$ cat config.mk
export PLATFORM = sky130hd
export DESIGN_NAME = gpio_port_cell
export DESIGN_NICKNAME = d
export VERILOG_FILES = /design/src/rtl/gpio_cell_pkg.sv /design/src/rtl/gpio_cfg_regs.sv /design/src/rtl/gpio_in_sync.sv /design/src/rtl/gpio_pad_drive.sv /design/src/rtl/gpio_alt_route.sv /design/src/rtl/gpio_port_cell.sv
export SDC_FILE = /design/constraint.sdc
export NUM_CORES = 1
export LEC_CHECK = 0
export ABC_AREA = 0
export BUFFER_PORTS_ARGS = -buffer_cell sky130_fd_sc_hd__buf_2
export CAP_MARGIN = 20
export CORE_MARGIN = 5
export CORE_UTILIZATION = 38
export DETAILED_ROUTE_END_ITERATION = 7
export GPL_ROUTABILITY_DRIVEN = 0
export HOLD_SLACK_MARGIN = 0.02
export PLACE_DENSITY = 0.74
export RECOVER_POWER = 25
export SKIP_CTS_REPAIR_TIMING = 1
export SLEW_MARGIN = 25
export SYNTH_ARGS = -nofsm -noshare
export SYNTH_HDL_FRONTEND = slang
export SYNTH_SLANG_ARGS = --single-unit
export TNS_END_PERCENT = 5
$ cat constraint.sdc
create_clock -name clk -period 1.78 [get_ports clk]
set_input_delay 0.089 -clock clk [delete_from_list [all_inputs] [get_ports clk]]
set_output_delay 0.089 -clock clk [all_outputs]
set_load 0.02 [all_outputs]
$ cat src/rtl/gpio_cell_pkg.sv
package gpio_cell_pkg;

    localparam int CFG_W   = 8;
    localparam int FSEL_W  = 2;
    localparam int NUM_ALT = (1 << FSEL_W) - 1;

    // Configuration byte layout (field positions are decoded by the cell)
    typedef struct packed {
        logic              od;      // bit 7: 1 = open-drain, 0 = push-pull
        logic              rsv6;
        logic              ien;     // bit 5: interrupt contribution enable
        logic [FSEL_W-1:0] fsel;    // bits 4:3: 0 = GPIO, k = alternate k
        logic              rsv2;
        logic              pol;     // bit 1: invert data
        logic              dir_in;  // bit 0: 1 = input, 0 = output
    } cfg_t;

    typedef enum logic {
        WSEL_CFG  = 1'b0,
        WSEL_DATA = 1'b1
    } wsel_e;

endpackage

$ cat src/rtl/gpio_cfg_regs.sv
module gpio_cfg_regs
    import gpio_cell_pkg::*;
#(
    parameter logic [CFG_W-1:0] RESET_CFG = 8'h01
) (
    input  logic             clk,
    input  logic             rst_n,
    input  logic             cfg_mode,
    input  logic             wr_en,
    input  logic             wr_sel,
    input  logic [CFG_W-1:0] wr_data,
    output cfg_t             cfg_q,
    output logic             dout_q
);

    wsel_e sel;
    assign sel = wsel_e'(wr_sel);

    always_ff @(posedge clk or negedge rst_n) begin
        if (!rst_n) begin
            cfg_q  <= cfg_t'(RESET_CFG);
            dout_q <= 1'b0;
        end else if (wr_en) begin
            unique case (sel)
                WSEL_CFG:  if (cfg_mode) cfg_q <= cfg_t'(wr_data);
                WSEL_DATA: dout_q <= wr_data[0];
                default:   ;
            endcase
        end
    end


    cfg_locked_chk: assert property (@(posedge clk) disable iff (!rst_n)
        !cfg_mode |=> $stable(cfg_q))
        else $error("configuration changed outside configuration mode");

endmodule

$ cat src/rtl/gpio_in_sync.sv
module gpio_in_sync #(
    parameter int STAGES = 2
) (
    input  logic clk,
    input  logic rst_n,
    input  logic d,
    output logic q
);

    logic [STAGES-1:0] chain;

    generate
        for (genvar s = 0; s < STAGES; s++) begin : g_stage
            always_ff @(posedge clk or negedge rst_n) begin
                if (!rst_n) chain[s] <= 1'b0;
                else if (s == 0) chain[s] <= d;
                else chain[s] <= chain[(s == 0) ? 0 : s - 1];
            end
        end
    endgenerate

    assign q = chain[STAGES-1];

endmodule

$ cat src/rtl/gpio_pad_drive.sv
module gpio_pad_drive
    import gpio_cell_pkg::*;
(
    input  cfg_t               cfg,
    input  logic               dout,
    input  logic [NUM_ALT-1:0] alt_out,
    input  logic [NUM_ALT-1:0] alt_dir_in,
    output logic               pad_oe,
    output logic               pad_o
);

    logic [NUM_ALT:0] src_dir;
    logic [NUM_ALT:0] src_val;
    logic             is_in;
    logic             drv;

    // Index 0 is the GPIO path, index k is alternate function k
    assign src_dir = {alt_dir_in, cfg.dir_in};
    assign src_val = {alt_out, dout};

    always_comb begin
        is_in  = src_dir[cfg.fsel];
        drv    = src_val[cfg.fsel] ^ cfg.pol;
        pad_oe = !is_in && (!cfg.od || !drv);
        pad_o  = cfg.od ? 1'b0 : drv;
    end

endmodule

$ cat src/rtl/gpio_alt_route.sv
module gpio_alt_route
    import gpio_cell_pkg::*;
#(
    parameter logic [NUM_ALT-1:0] ALT_NOINV = 3'b100
) (
    input  logic               clk,
    input  logic               rst_n,
    input  cfg_t               cfg,
    input  logic               pin_sync,
    output logic [NUM_ALT-1:0] alt_in
);

    generate
        for (genvar k = 0; k < NUM_ALT; k++) begin : g_alt
            localparam logic [FSEL_W-1:0] CODE = FSEL_W'(k + 1);
            localparam logic NOINV = ALT_NOINV[k];
            assign alt_in[k] = (cfg.fsel == CODE)
                             ? (pin_sync ^ (cfg.pol & ~NOINV))
                             : 1'b1;
        end
    endgenerate


    alt_idle_chk: assert property (@(posedge clk) disable iff (!rst_n)
        (cfg.fsel == '0) |-> (&alt_in))
        else $error("alternate input active while GPIO selected");

endmodule

$ cat src/rtl/gpio_port_cell.sv
module gpio_port_cell
    import gpio_cell_pkg::*;
#(
    parameter int                 SYNC_STAGES = 2,
    parameter logic [CFG_W-1:0]   RESET_CFG   = 8'h01,
    parameter logic [NUM_ALT-1:0] ALT_NOINV   = 3'b100
) (
    input  logic               clk,
    input  logic               rst_n,
    input  logic               cfg_mode,
    input  logic               wr_en,
    input  logic               wr_sel,
    input  logic [CFG_W-1:0]   wr_data,
    output logic [CFG_W-1:0]   rd_cfg,
    output logic               rd_pin,
    input  logic               pad_i,
    output logic               pad_oe,
    output logic               pad_o,
    input  logic [NUM_ALT-1:0] alt_out,
    input  logic [NUM_ALT-1:0] alt_dir_in,
    output logic [NUM_ALT-1:0] alt_in,
    output logic               irq_src
);

    cfg_t cfg_q;
    logic dout_q;
    logic pin_sync;

    gpio_cfg_regs #(.RESET_CFG(RESET_CFG)) u_regs (
        .clk(clk), .rst_n(rst_n), .cfg_mode(cfg_mode), .wr_en(wr_en),
        .wr_sel(wr_sel), .wr_data(wr_data), .cfg_q(cfg_q), .dout_q(dout_q)
    );

    gpio_in_sync #(.STAGES(SYNC_STAGES)) u_sync (
        .clk(clk), .rst_n(rst_n), .d(pad_i), .q(pin_sync)
    );

    gpio_pad_drive u_drive (
        .cfg(cfg_q), .dout(dout_q), .alt_out(alt_out),
        .alt_dir_in(alt_dir_in), .pad_oe(pad_oe), .pad_o(pad_o)
    );

    gpio_alt_route #(.ALT_NOINV(ALT_NOINV)) u_alt (
        .clk(clk), .rst_n(rst_n), .cfg(cfg_q), .pin_sync(pin_sync),
        .alt_in(alt_in)
    );

    assign rd_cfg  = cfg_q;
    assign rd_pin  = pin_sync ^ cfg_q.pol;
    assign irq_src = cfg_q.ien & rd_pin;

    // Cycles since reset, for the latency check window
    logic [1:0] since_rst;
    always_ff @(posedge clk or negedge rst_n) begin
        if (!rst_n) since_rst <= '0;
        else if (since_rst != 2'd3) since_rst <= since_rst + 2'd1;
    end


    gpio_input_chk: assert property (@(posedge clk) disable iff (!rst_n)
        (cfg_q.fsel == '0 && cfg_q.dir_in) |-> !pad_oe)
        else $error("pad driven while GPIO input");


    od_no_high_chk: assert property (@(posedge clk) disable iff (!rst_n)
        (cfg_q.od && pad_oe) |-> !pad_o)
        else $error("open-drain pad driving high");


    irq_gate_chk: assert property (@(posedge clk) disable iff (!rst_n)
        !cfg_q.ien |-> !irq_src)
        else $error("interrupt source while disabled");

    generate
        if (SYNC_STAGES == 2) begin : g_lat_chk

            sync_latency_chk: assert property (@(posedge clk) disable iff (!rst_n)
                (since_rst == 2'd3) |-> (rd_pin == ($past(pad_i, 2) ^ cfg_q.pol)))
                else $error("pin latency mismatch");
        end
    endgenerate

endmodule

# Word-level counts from Yosys, hierarchy flattened
# Index checks and enable logic that the tools add are counted.
# totals
inputBits	20
reg_bits	11
word_cells	33
# op_classes
order_cmp	1
eq_ne	3
n_mux	8
n_bitwise	4
n_reduce_logical	7
# ops
cell	n
$mux W1	6
$bmux W1 S2	2
$eq A2 B2 Y1 const B	2
$logic_not A1 Y1	3
$lt A2 B3 Y1 const B	1
$reduce_and A3 Y1	1
$eq A2 B1 Y1 const B	1
$reduce_and A2 Y1	1
$xor A1 B1 Y1	2
$and A1 B1 Y1	1
$logic_and A1 B1 Y1	1
$logic_or A1 B1 Y1	1
$not A1 Y1	1

# Logic depth before layout (Yosys ltp)
# depth
depth_word	6
mapped_depth	3
ltp_nobuf	3

# Cells and area by module
# From an unflattened synthesis, not the netlist that was laid out.
# hier_totals
hier_cells	33
hier_area_um2	516.7
# by_module_without_submodules
mod	area_per_inst_um2	n_inst	cells_each
gpio_cfg_regs	351.6	1	20
gpio_pad_drive	68.8	1	5
gpio_in_sync	50.0	1	2
gpio_alt_route	31.3	1	4
gpio_port_cell	15.0	1	2

# Least setup slack after synthesis
# OpenSTA, ideal clock, no wires.
# synth_timing
kind	reg2out
from	reg, netlist name u_regs.cfg_q[3]
to	out pad_oe
setup_slack_ns	0.078
t_arrival_ns	1.613
path_stages_with_launch	4
t_required_ns	1.691
path_cell_list	dfrtp_1 -> mux4_2 -> xor2_1 -> a21oi_1
# synth_via
elab_chain_len	6
word_cells_on_any_way	9
classes_between	mux (4); bitwise (1); reduce/logical (4)
# synth_rtl
element	line_no	rtl
$bmux W1 S2	gpio_pad_drive.sv:23	drv = src_val[cfg.fsel] ^ cfg.pol;
$mux W1 (implied by the code)	gpio_pad_drive.sv:23	
$xor A1 B1 Y1	gpio_pad_drive.sv:23	
$logic_not A1 Y1	gpio_pad_drive.sv:24	pad_oe = !is_in && (!cfg.od || !drv);
$logic_or A1 B1 Y1	gpio_pad_drive.sv:24	
$logic_and A1 B1 Y1 *	gpio_pad_drive.sv:24	
end: declaration	gpio_port_cell.sv:17	output logic pad_oe,
# Every way passes the cells marked *; elsewhere a longest branch is shown, timed or not. The select of a mux whose other input is x is not followed.

# Worst setup path in the final report
# layout_timing
from	reg, netlist name u_regs.cfg_q[3]
to	out pad_o
# layout_via
elab_chain_len	4
# layout_rtl
element	line_no	rtl
$bmux W1 S2	gpio_pad_drive.sv:23	
$mux W1 (implied by the code)	gpio_pad_drive.sv:23	
$xor A1 B1 Y1	gpio_pad_drive.sv:23	
$mux W1	gpio_pad_drive.sv:25	pad_o = cfg.od ? 1'b0 : drv;
end: declaration	gpio_port_cell.sv:18	output logic pad_o,
# No other way between the ends. The select of a mux whose other input is x is not followed.

==> results.cfg <==
[routing]
wl_met2_um = 683
routed-wl-met3_um = 127
topRoutingLayerUsed = met3
wl_per_cell_um = 14.5
drt-total-wl_um = 1290
drtIter0Drc = 3
vias_per_cell = 4.78
antenna_left = 0
vias = 425
drc = 0
first_pass_iters = 4
wl_met1_um = 480

[setup_path]
arrival_ns = 1.67
path_class = flop to output pin
end_kind = output pin
critPathRequiredTime_ns = 1.69
r2r-end = u_regs.cfg_q[3]
ff2ff_setup_slack_ns = 0.82
start_kind = flop
rr_worst_depth = 2
r2r_start = u_regs.cfg_q[3]
crit_fanout = 5

[pwr]
p_leak_nw = 0.371
power_uw = 826
ir_worst_vdd_uv = 697
power_density_nw_per_um2 = 1090

[finish]
nets = 95
num-fill-cells = 108
num_antenna_cells = 0
final_core_util = 0.600
postLayoutCellArea_um2 = 761
final_layout_size_suffix_gt1_frac = 0.649
regArea_um2 = 278
multiInputGateArea_um2 = 229
synthToLayoutAreaGrowth_pct = 52.4

[yosys]
syn_nets = 53
synth_seq_area_share = 0.554
async_flop_share = 1.00
yosys-top-cells-count = 10 x dfrtp_1, 6 x mux2_2, 4 x nand3b_1, 3 x mux2_1
syn_inst = 33
syn_area_um2 = 499
synth_edf_count = 0
ys_seq_elements = 11
syn_area_per_cell_um2 = 15.1
synth_top_area_frac = 0.501
yosysUniqueCellTypes = 14
synth_area_leaders = dfrtp_1 50%, mux2_2 14%, mux2_1 6.8%
synth_ff_type = dfrtp_1
yosysWarnings = 0
synth.most_common_cell = dfrtp_1
yosysTopAreaCell = dfrtp_1

[timing]
setup_viol_count_final = 0
hold_viol = 0
period_needed_ns = 1.76
rsz0062_at_grt = yes
max_freq_ghz = 0.568
relSlewSlack = 0.609
clock-skew-final_ns = 0.000419
setup_tns_ns = 0
tightest_slew_ns = 0.586
holdWs_ns = 0.0338
drv_slew = 0
timing.final.crit_share = 0.989

[clock_tree]
cts_made_buffers = 3
cts_buffer_depth = 2
h-tree-depth = 1
clock_latency_ns = 0.26
cts_root_buf = clkbuf_4
clk_pin_slew_ns = 0.07
cts.sinks = 11
cts_tree = yes

[global_route]
first_global_vias = 389
grt.overflow.total = 0
grt_usage = 0.114
grt_max_degree = 12
grt_first_pass_wirelength_um = 1660
antenna_found_initial = 0

[floorplan]
die_area_um2 = 2140
num_rows = 13
io_pins = 35
start_util = 0.393
die_height_um = 46.2
dieWidth_um = 46.2
coreArea_um2 = 1270

[placement]
placed_area_um2 = 688
port_buffers = 34

[worst_hold_path]
holdPathStages = 2
hold_path_end = u_regs.cfg_q[4]
hold_class = primary input to flop
hp-start = wr_data[4]

[outcome]
status = finished, final reports clean

[run]
maxCapViolations = 0
worst max-delay path, stage by stage, from the launching register on:
cell and delay (ns):
dfrtp_2 0.41, mux4_2 0.54, xor2_2 0.15, nor2b_2 0.18, buf_6 0.13
registers in the layout, summed over array words and instances, names as in the netlist:
| signal | flops |
|---|---|
| u_sync.chain | 1 |
| u_sync.q | 1 |
| u_regs.dout_q | 1 |
| u_regs.cfg_q | 8 |
cells by family (layout without fill, tap and decap cells):
logic type | Yosys count | count (layout) | synth area share
compound gates | 1 | 1 | 0.0100
buf+inv | 1 | 42 | 0.00751
flops | 11 | 11 | 0.554
simple gates | 7 | 7 | 0.0927
xor+xnor | 2 | 2 | 0.0351
mux | 11 | 11 | 0.301
layer usage:
layer / vias up / global-route usage
met1: 198 / 0.124
met5: - / 0
met4: 0 / 0.0511
met3: 0 / 0.0547
met2: 21 / 0.187
li1: 206 / -
per-stage QoR:
stage,std cells,setup slack (ns)
floorplan,33,0.0781
global placement,82,0.275
detailed placement,82,0.249
CTS,86,-0.0452
global route,89,-0.0681
finish,89,0.0192
power by group:
| part | internal, mW | leakage (nW) | total, mW | switching, mW |
|---|---|---|---|---|
| clock | 0.0865 | 0.0150 | 0.166 | 0.0793 |
| sequential | 0.294 | 0.127 | 0.335 | 0.0410 |
| combinational | 0.155 | 0.229 | 0.326 | 0.170 |
| total | 0.536 | 0.371 | 0.826 | 0.291 |
placed cells by master (no fill, tap or decap), drive strengths merged:
| master | count |
|---|---|
| dfstp | 1 |
| buf | 34 |
| inv | 1 |
| nand3b | 4 |
| xnor2 | 1 |
| nand2 | 1 |
| mux4 | 2 |
| clkbuf | 5 |
| xor2 | 1 |
| dfrtp | 10 |
| nor2b | 1 |
| dlygate4sd3 | 2 |
| and2 | 1 |
| a21oi | 1 |
| mux2 | 9 |
worst max-delay path by stage:
| stage | from | end | slack (ns) | cells past startpoint |
|---|---|---|---|---|
| after detailed placement | u_regs.cfg_q[3] | pad_o | 0.25 | 4 |
| after global placement | u_regs.cfg_q[3] | pad_oe | 0.28 | 4 |
| after global routing | u_regs.cfg_q[3] | pad_o | -0.07 | 4 |
| after floorplan | u_regs.cfg_q[3] | pad_oe | 0.08 | 3 |
| after CTS | u_regs.cfg_q[3] | pad_o | -0.05 | 4 |
| final | u_regs.cfg_q[3] | pad_o | 0.02 | 4 |
layout make-up:
class / instances / share of cell area
clock buffers: 4 / 0.0345
inverters: 1 / 0.00493
multi-input cells: 21 / 0.301
flip-flops and latches: 11 / 0.365
well taps: 15 / 0.0247
repair buffers: 37 / 0.270
No activity file was read; power rests on OpenSTA's default activity.
